## config.mk

```make
export PLATFORM = sky130hd
export DESIGN_NAME = lcd_mux_drv
export DESIGN_NICKNAME = d
export VERILOG_FILES = /design/src/rtl/lcd_mux_pkg.sv /design/src/rtl/lcd_phase_gen.sv /design/src/rtl/lcd_seg_store.sv /design/src/rtl/lcd_mux_drv.sv
export SDC_FILE = /design/constraint.sdc
export NUM_CORES = 1
export LEC_CHECK = 0
export BUFFER_PORTS_ARGS = -buffer_cell sky130_fd_sc_hd__buf_2
export CORE_ASPECT_RATIO = 1.5
export CORE_MARGIN = 4
export CORE_UTILIZATION = 52
export DETAILED_ROUTE_END_ITERATION = 6
export GPL_TIMING_DRIVEN = 0
export PLACE_DENSITY = 0.76
export SLEW_MARGIN = 20
export SYNTH_ARGS = -nofsm -noshare
export SYNTH_HDL_FRONTEND = slang
export SYNTH_SLANG_ARGS = --single-unit
```

## constraint.sdc

```tcl
create_clock -name clk -period 4.7 [get_ports clk]
set_input_delay 0.47 -clock clk [delete_from_list [all_inputs] [get_ports clk]]
set_output_delay 0.47 -clock clk [all_outputs]
set_load 0.02 [all_outputs]
```

## src/rtl/lcd_mux_pkg.sv

```systemverilog
package lcd_mux_pkg;
    localparam int COM_LINES = 4;
    localparam int ROW_W     = 2;
    localparam int SLOT_W    = 3;

    typedef enum logic [0:0] {
        ST_IDLE = 1'b0,
        ST_RUN  = 1'b1
    } drv_state_e;

    function automatic logic [SLOT_W-1:0] final_slot(input logic [1:0] mode);
        unique case (mode)
            2'd0:    final_slot = SLOT_W'(1);
            2'd1:    final_slot = SLOT_W'(3);
            default: final_slot = SLOT_W'(7);
        endcase
    endfunction
endpackage

```

## src/rtl/lcd_phase_gen.sv

```systemverilog
module lcd_phase_gen
    import lcd_mux_pkg::*;
#(
    parameter int PRE_W = 16
) (
    input  logic              clk,
    input  logic              rst_n,
    input  logic              run,
    input  logic [PRE_W-1:0]  slot_div,
    input  logic [SLOT_W-1:0] last_slot,
    output logic [SLOT_W-1:0] slot,
    output logic              frame_end
);
    logic [PRE_W-1:0] tick_q;
    logic             slot_end;

    assign slot_end  = run && (tick_q >= slot_div);
    assign frame_end = slot_end && (slot == last_slot);

    always_ff @(posedge clk) begin
        if (!rst_n || !run) begin
            tick_q <= '0;
            slot   <= '0;
        end else if (slot_end) begin
            tick_q <= '0;
            slot   <= frame_end ? '0 : slot + 1'b1;
        end else begin
            tick_q <= tick_q + 1'b1;
        end
    end
endmodule

```

## src/rtl/lcd_seg_store.sv

```systemverilog
module lcd_seg_store
    import lcd_mux_pkg::*;
#(
    parameter int SEG_PINS = 8
) (
    input  logic                clk,
    input  logic                rst_n,
    input  logic                wr_en,
    input  logic [ROW_W-1:0]    wr_row,
    input  logic [SEG_PINS-1:0] wr_bits,
    input  logic                load,
    input  logic [ROW_W-1:0]    rd_row,
    output logic [SEG_PINS-1:0] rd_bits
);
    logic [SEG_PINS-1:0] shadow_q [COM_LINES];
    logic [SEG_PINS-1:0] active_q [COM_LINES];

    for (genvar r = 0; r < COM_LINES; r++) begin : g_row
        always_ff @(posedge clk) begin
            if (!rst_n) begin
                shadow_q[r] <= '0;
                active_q[r] <= '0;
            end else begin
                if (wr_en && (wr_row == ROW_W'(r)))
                    shadow_q[r] <= wr_bits;
                if (load)
                    active_q[r] <= shadow_q[r];
            end
        end
    end

    assign rd_bits = active_q[rd_row];
endmodule

```

## src/rtl/lcd_mux_drv.sv

```systemverilog
module lcd_mux_drv
    import lcd_mux_pkg::*;
#(
    parameter int SEG_PINS = 8,
    parameter int PRE_W    = 16
) (
    input  logic                 clk,
    input  logic                 rst_n,
    input  logic                 enable,
    input  logic [1:0]           mux_mode,
    input  logic [PRE_W-1:0]     slot_div,
    input  logic                 wr_en,
    input  logic [1:0]           wr_row,
    input  logic [SEG_PINS-1:0]  wr_bits,
    output logic [COM_LINES-1:0] com_oe,
    output logic [COM_LINES-1:0] com_dat,
    output logic [SEG_PINS-1:0]  seg_dat
);
    drv_state_e          state_q, state_d;
    logic [1:0]          mode_q;
    logic [SLOT_W-1:0]   slot;
    logic                frame_end;
    logic                load;
    logic [ROW_W-1:0]    act_row;
    logic                act_level;
    logic [SEG_PINS-1:0] row_bits;

    assign act_row   = slot[SLOT_W-1:1];
    assign act_level = ~slot[0];
    assign load      = enable && ((state_q == ST_IDLE) || frame_end);

    lcd_phase_gen #(.PRE_W(PRE_W)) u_phase (
        .clk       (clk),
        .rst_n     (rst_n),
        .run       (state_q == ST_RUN),
        .slot_div  (slot_div),
        .last_slot (final_slot(mode_q)),
        .slot      (slot),
        .frame_end (frame_end)
    );

    lcd_seg_store #(.SEG_PINS(SEG_PINS)) u_store (
        .clk     (clk),
        .rst_n   (rst_n),
        .wr_en   (wr_en),
        .wr_row  (wr_row),
        .wr_bits (wr_bits),
        .load    (load),
        .rd_row  (act_row),
        .rd_bits (row_bits)
    );

    always_comb begin
        state_d = state_q;
        unique case (state_q)
            ST_IDLE: if (enable) state_d = ST_RUN;
            ST_RUN:  if (frame_end && !enable) state_d = ST_IDLE;
        endcase
    end

    always_ff @(posedge clk) begin
        if (!rst_n) begin
            state_q <= ST_IDLE;
            mode_q  <= 2'd0;
        end else begin
            state_q <= state_d;
            if (load) mode_q <= mux_mode;
        end
    end

    always_comb begin
        com_oe  = '0;
        com_dat = '0;
        seg_dat = '0;
        unique case (state_q)
            ST_IDLE: ;
            ST_RUN: begin
                com_oe[act_row]  = 1'b1;
                com_dat[act_row] = act_level;
                seg_dat          = {SEG_PINS{act_level}} ^ row_bits;
            end
        endcase
    end
endmodule

```

* Word-level counts from Yosys, hierarchy flattened
Memory sizes are Yosys's and may differ from the RTL's. A register that Yosys moved wholly into a read port is not among the register bits. Index checks and enable logic that the tools add are counted.
Word-level totals: flip-flop bits (word level) 22, logic and storage cells 81, memories kept 2, RAM bits 64, input port bits 32, output and inout bits 16
Operators by class: order comparisons 3, equality and inequality tests 5, reductions and logical operators 17, bitwise logic cells 12, muxes and demuxes 36, add/sub/neg operators 2
Memories:
- u_store.active_q | depth 4, bits a word 8, read ports 1, clocked after Yosys merged registers in 1, wr ports 4, RTL line lcd_seg_store.sv:16 | logic [SEG_PINS-1:0] active_q [COM_LINES];
- u_store.shadow_q | depth 4, bits a word 8, read ports 4, clocked after Yosys merged registers in 0, wr ports 4, RTL line lcd_seg_store.sv:15 | logic [SEG_PINS-1:0] shadow_q [COM_LINES];
Operators with widths (number):
- $mux W8 | 9
- $mux W1 | 19
- $add A16 B1 Y16 const B | 1
- $ge A16 B16 Y1 | 1
- $logic_and A1 B1 Y1 | 9
- $mux W4 | 2
- $or A1 B1 Y1 | 8
- $xor A8 B8 Y8 | 1
- $pmux W3 S2 | 1
- $and A4 B4 Y4 | 1
- $eq A2 B1 Y1 const B | 2
- $eq A2 B2 Y1 const B | 2
- $logic_not A2 Y1 | 2
- $mux W2 | 2
- $add A3 B1 Y3 const B | 1
- $eq A3 B3 Y1 | 1
- $logic_not A1 Y1 | 3
- $lt A2 B3 Y1 const B | 1
- $mux W3 | 1
- $demux W1 S2 | 1
- $ge A2 B1 Y1 const B | 1
- $logic_or A1 B1 Y1 | 2
- $not A1 Y1 | 2
- $pmux W1 S2 | 1
- $reduce_or A2 Y1 | 1

* Logic depth before layout (Yosys ltp)
Gate-level depths: netlist (run 1).
depth after elaboration 10, gate-level depth with buffers 9, mapped depth without buffers 8

* Modules after synthesis
Synthesis (run 1) repeated with hierarchy kept, for this count alone.
Second synthesis, totals: cells, all modules 349, area total of the unflattened synthesis 4236.6 um^2
Modules (own cells, without submodules):
- lcd_seg_store | cells an instance 157, area each 2631.3 um^2, instances 1, sequential area each 1921.8 um^2
- lcd_phase_gen | cells an instance 149, area each 1248.7 um^2, instances 1, sequential area each 380.4 um^2
- lcd_mux_drv | cells an instance 43, area each 356.6 um^2, instances 1, sequential area each 60.1 um^2

* Least setup slack after synthesis (run 1)
OpenSTA, ideal clock, no wires.
kind input -> register, start input port slot_div[15], end memory u_store.active_q[0][0], enable pin, stages 9, data required time 4.300 ns, data arrival time 2.533 ns, slack 1.766 ns, buffers on the path 1, library setup time 0.400 ns, path through inv_1 -> ha_1 -> nand4_2 -> nor3_1 -> or4_4 -> or4_1 -> buf_6 -> o221ai_2 -> inv_1
RTL lines:
- from (decl) | RTL line lcd_mux_drv.sv:11 | input logic [PRE_W-1:0] slot_div,
- to (decl) | RTL line lcd_seg_store.sv:16

==> results.json, run 1 <==
{
  "status": "completed",
  "clk_latency_ps": 330,
  "ios": 48,
  "numCtsBuffers": 9,
  "drive_gt1_frac": 0.196,
  "tns_ps": 0,
  "synth_area_um2": 4190,
  "cp_top_family": "simple AND/OR/NAND/NOR gates",
  "dpl_cell_area_um2": 4540,
  "place_ws_ps": 1300,
  "cts_tree": "done",
  "synth_compound_area_frac": 0.0368,
  "final_cell_area_um2": 4890,
  "p_per_area_nw_per_um2": 375,
  "post-route-util": 0.634,
  "die_w_um": 81.3,
  "synth_top_family_by_area": "simple AND/OR/NAND/NOR gates",
  "grt-ovfl-total": 0,
  "ys_seq_area_frac": 0.574,
  "cts_hold_buf": 0,
  "yosysTopAreaCell": "edfxtp_1",
  "numPortBuffers": 46,
  "finalCritPeriodShare": 0.593,
  "diodes": 0,
  "worstPathArrival_ps": 2790,
  "cts_setup_buffers": 0,
  "synth.net_count": 401,
  "rsz0062_at_grt": "no",
  "tightest_slew_ps": 1080,
  "critPathKind": "flip-flop to flip-flop",
  "holdCritStartpoint": "mux_mode[1]",
  "hold_viol": 0,
  "initial_core_util": 0.543,
  "finalWirelength_um": 7110,
  "fin_skew_ps": 5.11,
  "crit_path_top_delay_cell": "or4_1",
  "leakage_nw": 1.95,
  "max_freq_mhz": 359,
  "grt_pass1_vias": 2548,
  "vias": 2589,
  "path_max_fanout": 32,
  "firstDrtPassIters": 4,
  "cts_root_buffer": "clkbuf_16",
  "grt_max_degree": 33,
  "die_height_um": 118,
  "setup_viol": 0,
  "clockBufferDepth": 2,
  "start_kind": "flip-flop",
  "fin_crit_ps": 2790,
  "synth_xor_area_frac": 0.0502,
  "cp-end-kind": "flip-flop",
  "antenna_found_initial": 0,
  "htreeDepth": 3,
  "ys_top_cells_by_area": "edfxtp_1, dfxtp_1, and2_1, ha_1, mux4_2",
  "vias_per_cell": 5.03,
  "ys_seq_elements": 88,
  "synth_cells": 351,
  "dr.first_iter.drc_count": 112,
  "ys.flop_type": "edfxtp_1",
  "vdd_drop_max_uv": 353,
  "grt_first_pass_wirelength_um": 11800,
  "syn_avg_cell_area_um2": 11.9,
  "slowest_delay_ps": 500,
  "rows": 39,
  "path_cells": "inv_1, ha_1, nand2b_1, a2111oi_2, nor4b_2, or4_1, buf_6, o221ai_2, inv_2",
  "area_growth_syn_to_layout_pct": 16.8,
  "rr_startpoint": "u_phase.tick_q[0]",
  "regArea_um2": 2400,
  "drv_cap": 0,
  "drc": 0,
  "synth_mux_area_frac": 0.0454,
  "synth_edf_count": 64,
  "yosysWarnings": 0,
  "synthArstFlopShare": 0,
  "synthAdderAreaFrac": 0.0538,
  "setup_ws_ps": 1910,
  "clk_pin_slew_ps": 60,
  "startpoint": "u_phase.tick_q[0]",
  "synth_top_area_share": 0.459,
  "final_nets": 458,
  "multi_input_area_um2": 1640,
  "min_path_type": "input port to flip-flop",
  "whs_ps": 358,
  "cp.required_ps": 4710,
  "ctsResizeCount": 0,
  "dp_hpwl_um": 5590,
  "final_max_slew_viol_count": 0,
  "gp_congestion": 0.812,
  "wl_per_cell_um": 13.8,
  "synthTopCellsByCount": "and2_1, edfxtp_1, nor2_1, dfxtp_1, inv_1",
  "fp.dieArea_um2": 9580,
  "cp.buffers_inverters": 3,
  "relSlewSlack": 0.271,
  "fillers": 626,
  "grtUsageTotal": 0.166,
  "antenna_left": 0,
  "synth_cell_types": 36,
  "yosysMostFrequentCell": "and2_1",
  "core_area_um2": 7710,
  "synth-simple-area-share": 0.205,
  "numClockSinks": 88
}
[layout by cell type (no fill, tap or decap), drive strengths merged, types with 2 or more instances in the layout]
cell / netlist / routed
bufinv: 0 / 3
nand3: 10 / 10
xor2: 10 / 10
clkinvlp: 0 / 2
xnor2: 14 / 14
o21a: 2 / 2
buf: 4 / 50
o21ai: 6 / 6
mux4: 8 / 8
inv: 22 / 23
and3: 2 / 2
nand2b: 4 / 4
edfxtp: 64 / 64
nor2: 34 / 34
a21oi: 6 / 6
or4: 2 / 2
nand4: 4 / 4
nor3: 5 / 5
a22o: 2 / 2
dfxtp: 24 / 24
nand2: 17 / 17
ha: 18 / 18
o31ai: 3 / 3
clkbuf: 8 / 17
and2: 75 / 75
[layer usage]
layer / GRT usage / up-vias / routed length (um)
li1: - / 1333 / -
met1: 0.162 / 1177 / 2550
met5: 0 / - / 0
met4: 0.0687 / 0 / 134
met3: 0.0421 / 10 / 347
met2: 0.314 / 69 / 4080
[flip-flops by register name, indices dropped and copies added (netlist names), named ones only]
signal	count
u_phase.slot	3
u_phase.tick_q	16
mode_q	2
u_store.active_q	32
state_q	1
u_store.shadow_q	32
[final timing paths]
path / end / slack, ps / cells past startpoint
setup / recovery: u_store.active_q[1][2] / 1910 / 9
hold / removal: mode_q[1] / 360 / 2
setup reg to reg: u_store.active_q[1][2] / 1910 / 9
hold reg to reg: u_phase.tick_q[0] / 480 / 1
[power breakdown]
group          internal, mW  switching [mW]  total [mW]
combinational        0.0517          0.0731       0.125
clock                 0.520           0.284       0.804
sequential            0.888          0.0138       0.902
total                  1.46           0.371        1.83
[final cells by class]
cell class | count | area share
sequential | 88 | 0.492
multi-input combinational | 229 | 0.335
timing repair buffer | 46 | 0.0471
clock buffer | 9 | 0.0461
tap | 102 | 0.0261
clock inverter | 7 | 0.0243
inverter | 22 | 0.0169
buffer | 12 | 0.0125
[stage by stage]
step	instances	total power, mW
after global routing	515	1.91
after global placement	499	1.04
after floorplan	351	0.998
final	515	1.83
after detailed placement	499	1.05
after CTS	515	1.86
[logic make-up after synthesis]
group / Yosys count
fa+ha+maj: 18
xor+xnor: 24
simple gates: 157
flops: 88
compound gates: 21
buf+inv: 34
mux: 9
Note: power is estimated with default switching activity, not from simulation.
==> inputs of run 2 (changes only) <==
--- a/config.mk
+++ b/config.mk
@@ -5,13 +5,14 @@
 export SDC_FILE = /design/constraint.sdc
 export NUM_CORES = 1
 export LEC_CHECK = 0
+export ABC_AREA = 1
 export BUFFER_PORTS_ARGS = -buffer_cell sky130_fd_sc_hd__buf_2
 export CORE_ASPECT_RATIO = 1.5
 export CORE_MARGIN = 4
 export CORE_UTILIZATION = 52
 export DETAILED_ROUTE_END_ITERATION = 6
 export GPL_TIMING_DRIVEN = 0
-export PLACE_DENSITY = 0.76
+export PLACE_DENSITY = 0.79
 export SLEW_MARGIN = 20
 export SYNTH_ARGS = -nofsm -noshare
 export SYNTH_HDL_FRONTEND = slang
==> constraint.sdc (replaced) <==
create_clock -name clk -period 2.3 [get_ports clk]
set_input_delay 0.23 -clock clk [delete_from_list [all_inputs] [get_ports clk]]
set_output_delay 0.23 -clock clk [all_outputs]
set_load 0.02 [all_outputs]
==> run 2 against run 1 <==
Synthesized cell count increased by 33%. Power increased by 90%. Worst hold slack got worse by 220 ps. Cell area increased by 1.6%. First-iteration DRC count increased by 95%. Clock power increased by 68%. Non-clock buffer count increased by 4. Routed wire length increased by 10%. Cell count increased by 24%. Fmax increased by 30%.
==> results.json, run 2 <==
{
  "path_max_fanout": 8,
  "leakage_nw": 2.25,
  "dp_hpwl_um": 5880,
  "yosysWarnings": 0,
  "ys_top_cells_by_area": "edfxtp_1, dfxtp_1, nor2_1, inv_1, nand2_1",
  "drv_cap": 0,
  "rows": 40,
  "grtUsageTotal": 0.173,
  "critPathKind": "flip-flop to flip-flop",
  "final_cell_mix": "nor2_1, inv_1, nand2_1, edfxtp_1, buf_2",
  "vdd_drop_max_uv": 590,
  "grt_max_degree": 17,
  "synth_cells": 467,
  "synthTopCellsByCount": "nor2_1, inv_1, nand2_1, edfxtp_1, a21oi_1",
  "initial_core_util": 0.532,
  "vias_per_cell": 4.92,
  "ys_seq_area_frac": 0.564,
  "syn_avg_cell_area_um2": 9.13,
  "regArea_um2": 2410,
  "post-route-util": 0.620,
  "cts_root_buffer": "clkbuf_16",
  "drive_gt1_frac": 0.163,
  "finalCritPeriodShare": 0.933,
  "relSlewSlack": 0.710,
  "final_nets": 578,
  "fp.dieArea_um2": 9740,
  "grt-ovfl-total": 0,
  "wl_per_cell_um": 12.3,
  "rsz0062_at_grt": "no",
  "finalWirelength_um": 7840,
  "firstDrtPassIters": 4,
  "ys.flop_type": "edfxtp_1",
  "dr.first_iter.drc_count": 218,
  "synth-simple-area-share": 0.205,
  "htreeDepth": 3,
  "die_height_um": 119,
  "worstPathArrival_ps": 2230,
  "numPortBuffers": 46,
  "path_cells": "ha_1, a21oi_1, o21ai_0, a21oi_1, nand2_2, nand2_1, nand2_2, nand2_2, clkinvlp_4, buf_4",
  "synth_top_family_by_area": "simple AND/OR/NAND/NOR gates",
  "final_common_cell": "nor2_1",
  "ios": 48,
  "whs_ps": 136,
  "stdcell_count": 638,
  "cp-end-kind": "flip-flop",
  "fin_crit_ps": 2150,
  "numCtsBuffers": 9,
  "grt_first_pass_wirelength_um": 13000,
  "slowest_delay_ps": 410,
  "diodes": 0,
  "synthAdderAreaFrac": 0.0528,
  "drc": 0,
  "fin_skew_ps": 8.61,
  "setup_ws_ps": 155,
  "cts_tree": "done",
  "synthArstFlopShare": 0,
  "antenna_found_initial": 0,
  "max_freq_mhz": 466,
  "setup_viol": 0,
  "p_per_area_nw_per_um2": 701,
  "antenna_left": 0,
  "synth_mux_area_frac": 0,
  "place_ws_ps": -341,
  "yosysTopAreaCell": "edfxtp_1",
  "tightest_slew_ps": 435,
  "gp_congestion": 0.794,
  "clk_latency_ps": 330,
  "synth_edf_count": 64,
  "min_path_type": "input port to flip-flop",
  "die_w_um": 81.9,
  "synth_area_um2": 4260,
  "synth_xor_area_frac": 0.0164,
  "fillers": 661,
  "vias": 3136,
  "synth_top_area_share": 0.451,
  "numClockSinks": 88,
  "start_kind": "flip-flop",
  "ys_seq_elements": 88,
  "synth.net_count": 517,
  "cpMostUsedCell": "nand2_2",
  "status": "completed",
  "tns_ps": 0,
  "hold_viol": 0,
  "clockBufferDepth": 2,
  "dp_cells": 618,
  "final_max_slew_viol_count": 0,
  "synth_cell_types": 30,
  "largestRegisters": "u_store.active_q x32, u_store.shadow_q x32, u_phase.tick_q x16",
  "core_area_um2": 8010,
  "synth_compound_area_frac": 0.0722,
  "cp.required_ps": 2390,
  "area_growth_syn_to_layout_pct": 16.4,
  "crit_path_top_delay_cell": "dfxtp_1",
  "grt_pass1_vias": 3013,
  "multi_input_area_um2": 1480,
  "clk_pin_slew_ps": 60,
  "yosysMostFrequentCell": "nor2_1"
}
## run 2: cell count changes in the layout (fill, tap and decap cells not counted), moves of 6 or more
cell     previous run  this run
inv_1              21        79
and2_1             75         0
a21oi_1             5        27
o21ai_0             3        11
nor2_1             34        85
mux4_2              8         0
a32o_1              0         8
xnor2_1            14         1
nor3_1              5        11
nand2_1            17        75
## run 2: routing by layer
layer,vias to the layer above,GRT usage,share of wire
li1,1652,-,-
met1,1417,0.181,0.38
met2,59,0.319,0.57
met3,8,0.0401,0.036
met4,0,0.0665,0.013
met5,-,0,0
## run 2: kinds of logic (layout without fill, tap and decap cells)
family / count (synthesis) / in the layout
simple gates: 207 / 207
compound gates: 51 / 51
flops: 88 / 88
xor+xnor: 8 / 8
fa+ha+maj: 18 / 18
buf+inv: 95 / 161
## run 2: final timing paths
kind | from | endpoint | slack [ps] | cells past startpoint
setup / recovery | u_phase.tick_q[11] | u_store.active_q[3][0] | 150 | 10
hold / removal | mux_mode[1] | mode_q[1] | 140 | 3
setup reg to reg | u_phase.tick_q[11] | u_store.active_q[3][0] | 150 | 10
hold reg to reg | mode_q[0] | mode_q[0] | 460 | 2
## run 2: metrics by stage
stage | cell area [um2] | power [mW]
2_1_floorplan | 4270 | 2.05
3_3_place_gp | 4630 | 2.13
3_5_place_dp | 4630 | 2.14
4_1_cts | 4950 | 3.51
5_1_grt | 4960 | 3.63
6_report | 4960 | 3.48
## run 2: repair_timing
action,in CTS,in global routing
resized for setup,2,10
endpoints found under the setup margin,32,38
gates cloned,1,0
setup buffers,3,0
pin swaps,0,0
hold buffers,0,0
## run 2: layout make-up
cell class | count | share of cell area
Timing Repair Buffer | 49 | 0.0534
Multi-Input combinational cell | 284 | 0.299
Sequential cell | 88 | 0.485
Tap cell | 105 | 0.0265
Inverter | 82 | 0.0628
Clock inverter | 6 | 0.0101
Buffer | 13 | 0.0161
Timing Repair inverter | 1 | 0.00151
Clock buffer | 10 | 0.0461
## run 2: where the power goes
part	leakage [nW]	total, mW	internal [mW]	switching [mW]
combinational	1.26	0.289	0.103	0.186
clock	0.136	1.35	0.824	0.529
sequential	0.849	1.84	1.81	0.0309
total	2.25	3.48	2.73	0.746
## run 2: critical path: cells and delay by family, from the launching register on
family / cells / cell delay, ps
and+or+nand+nor: 4 / 510
buffers and inverters: 2 / 300
adders and majority gates: 1 / 290
AOI/OAI and AO/OA: 3 / 400
DFF: 1 / 410
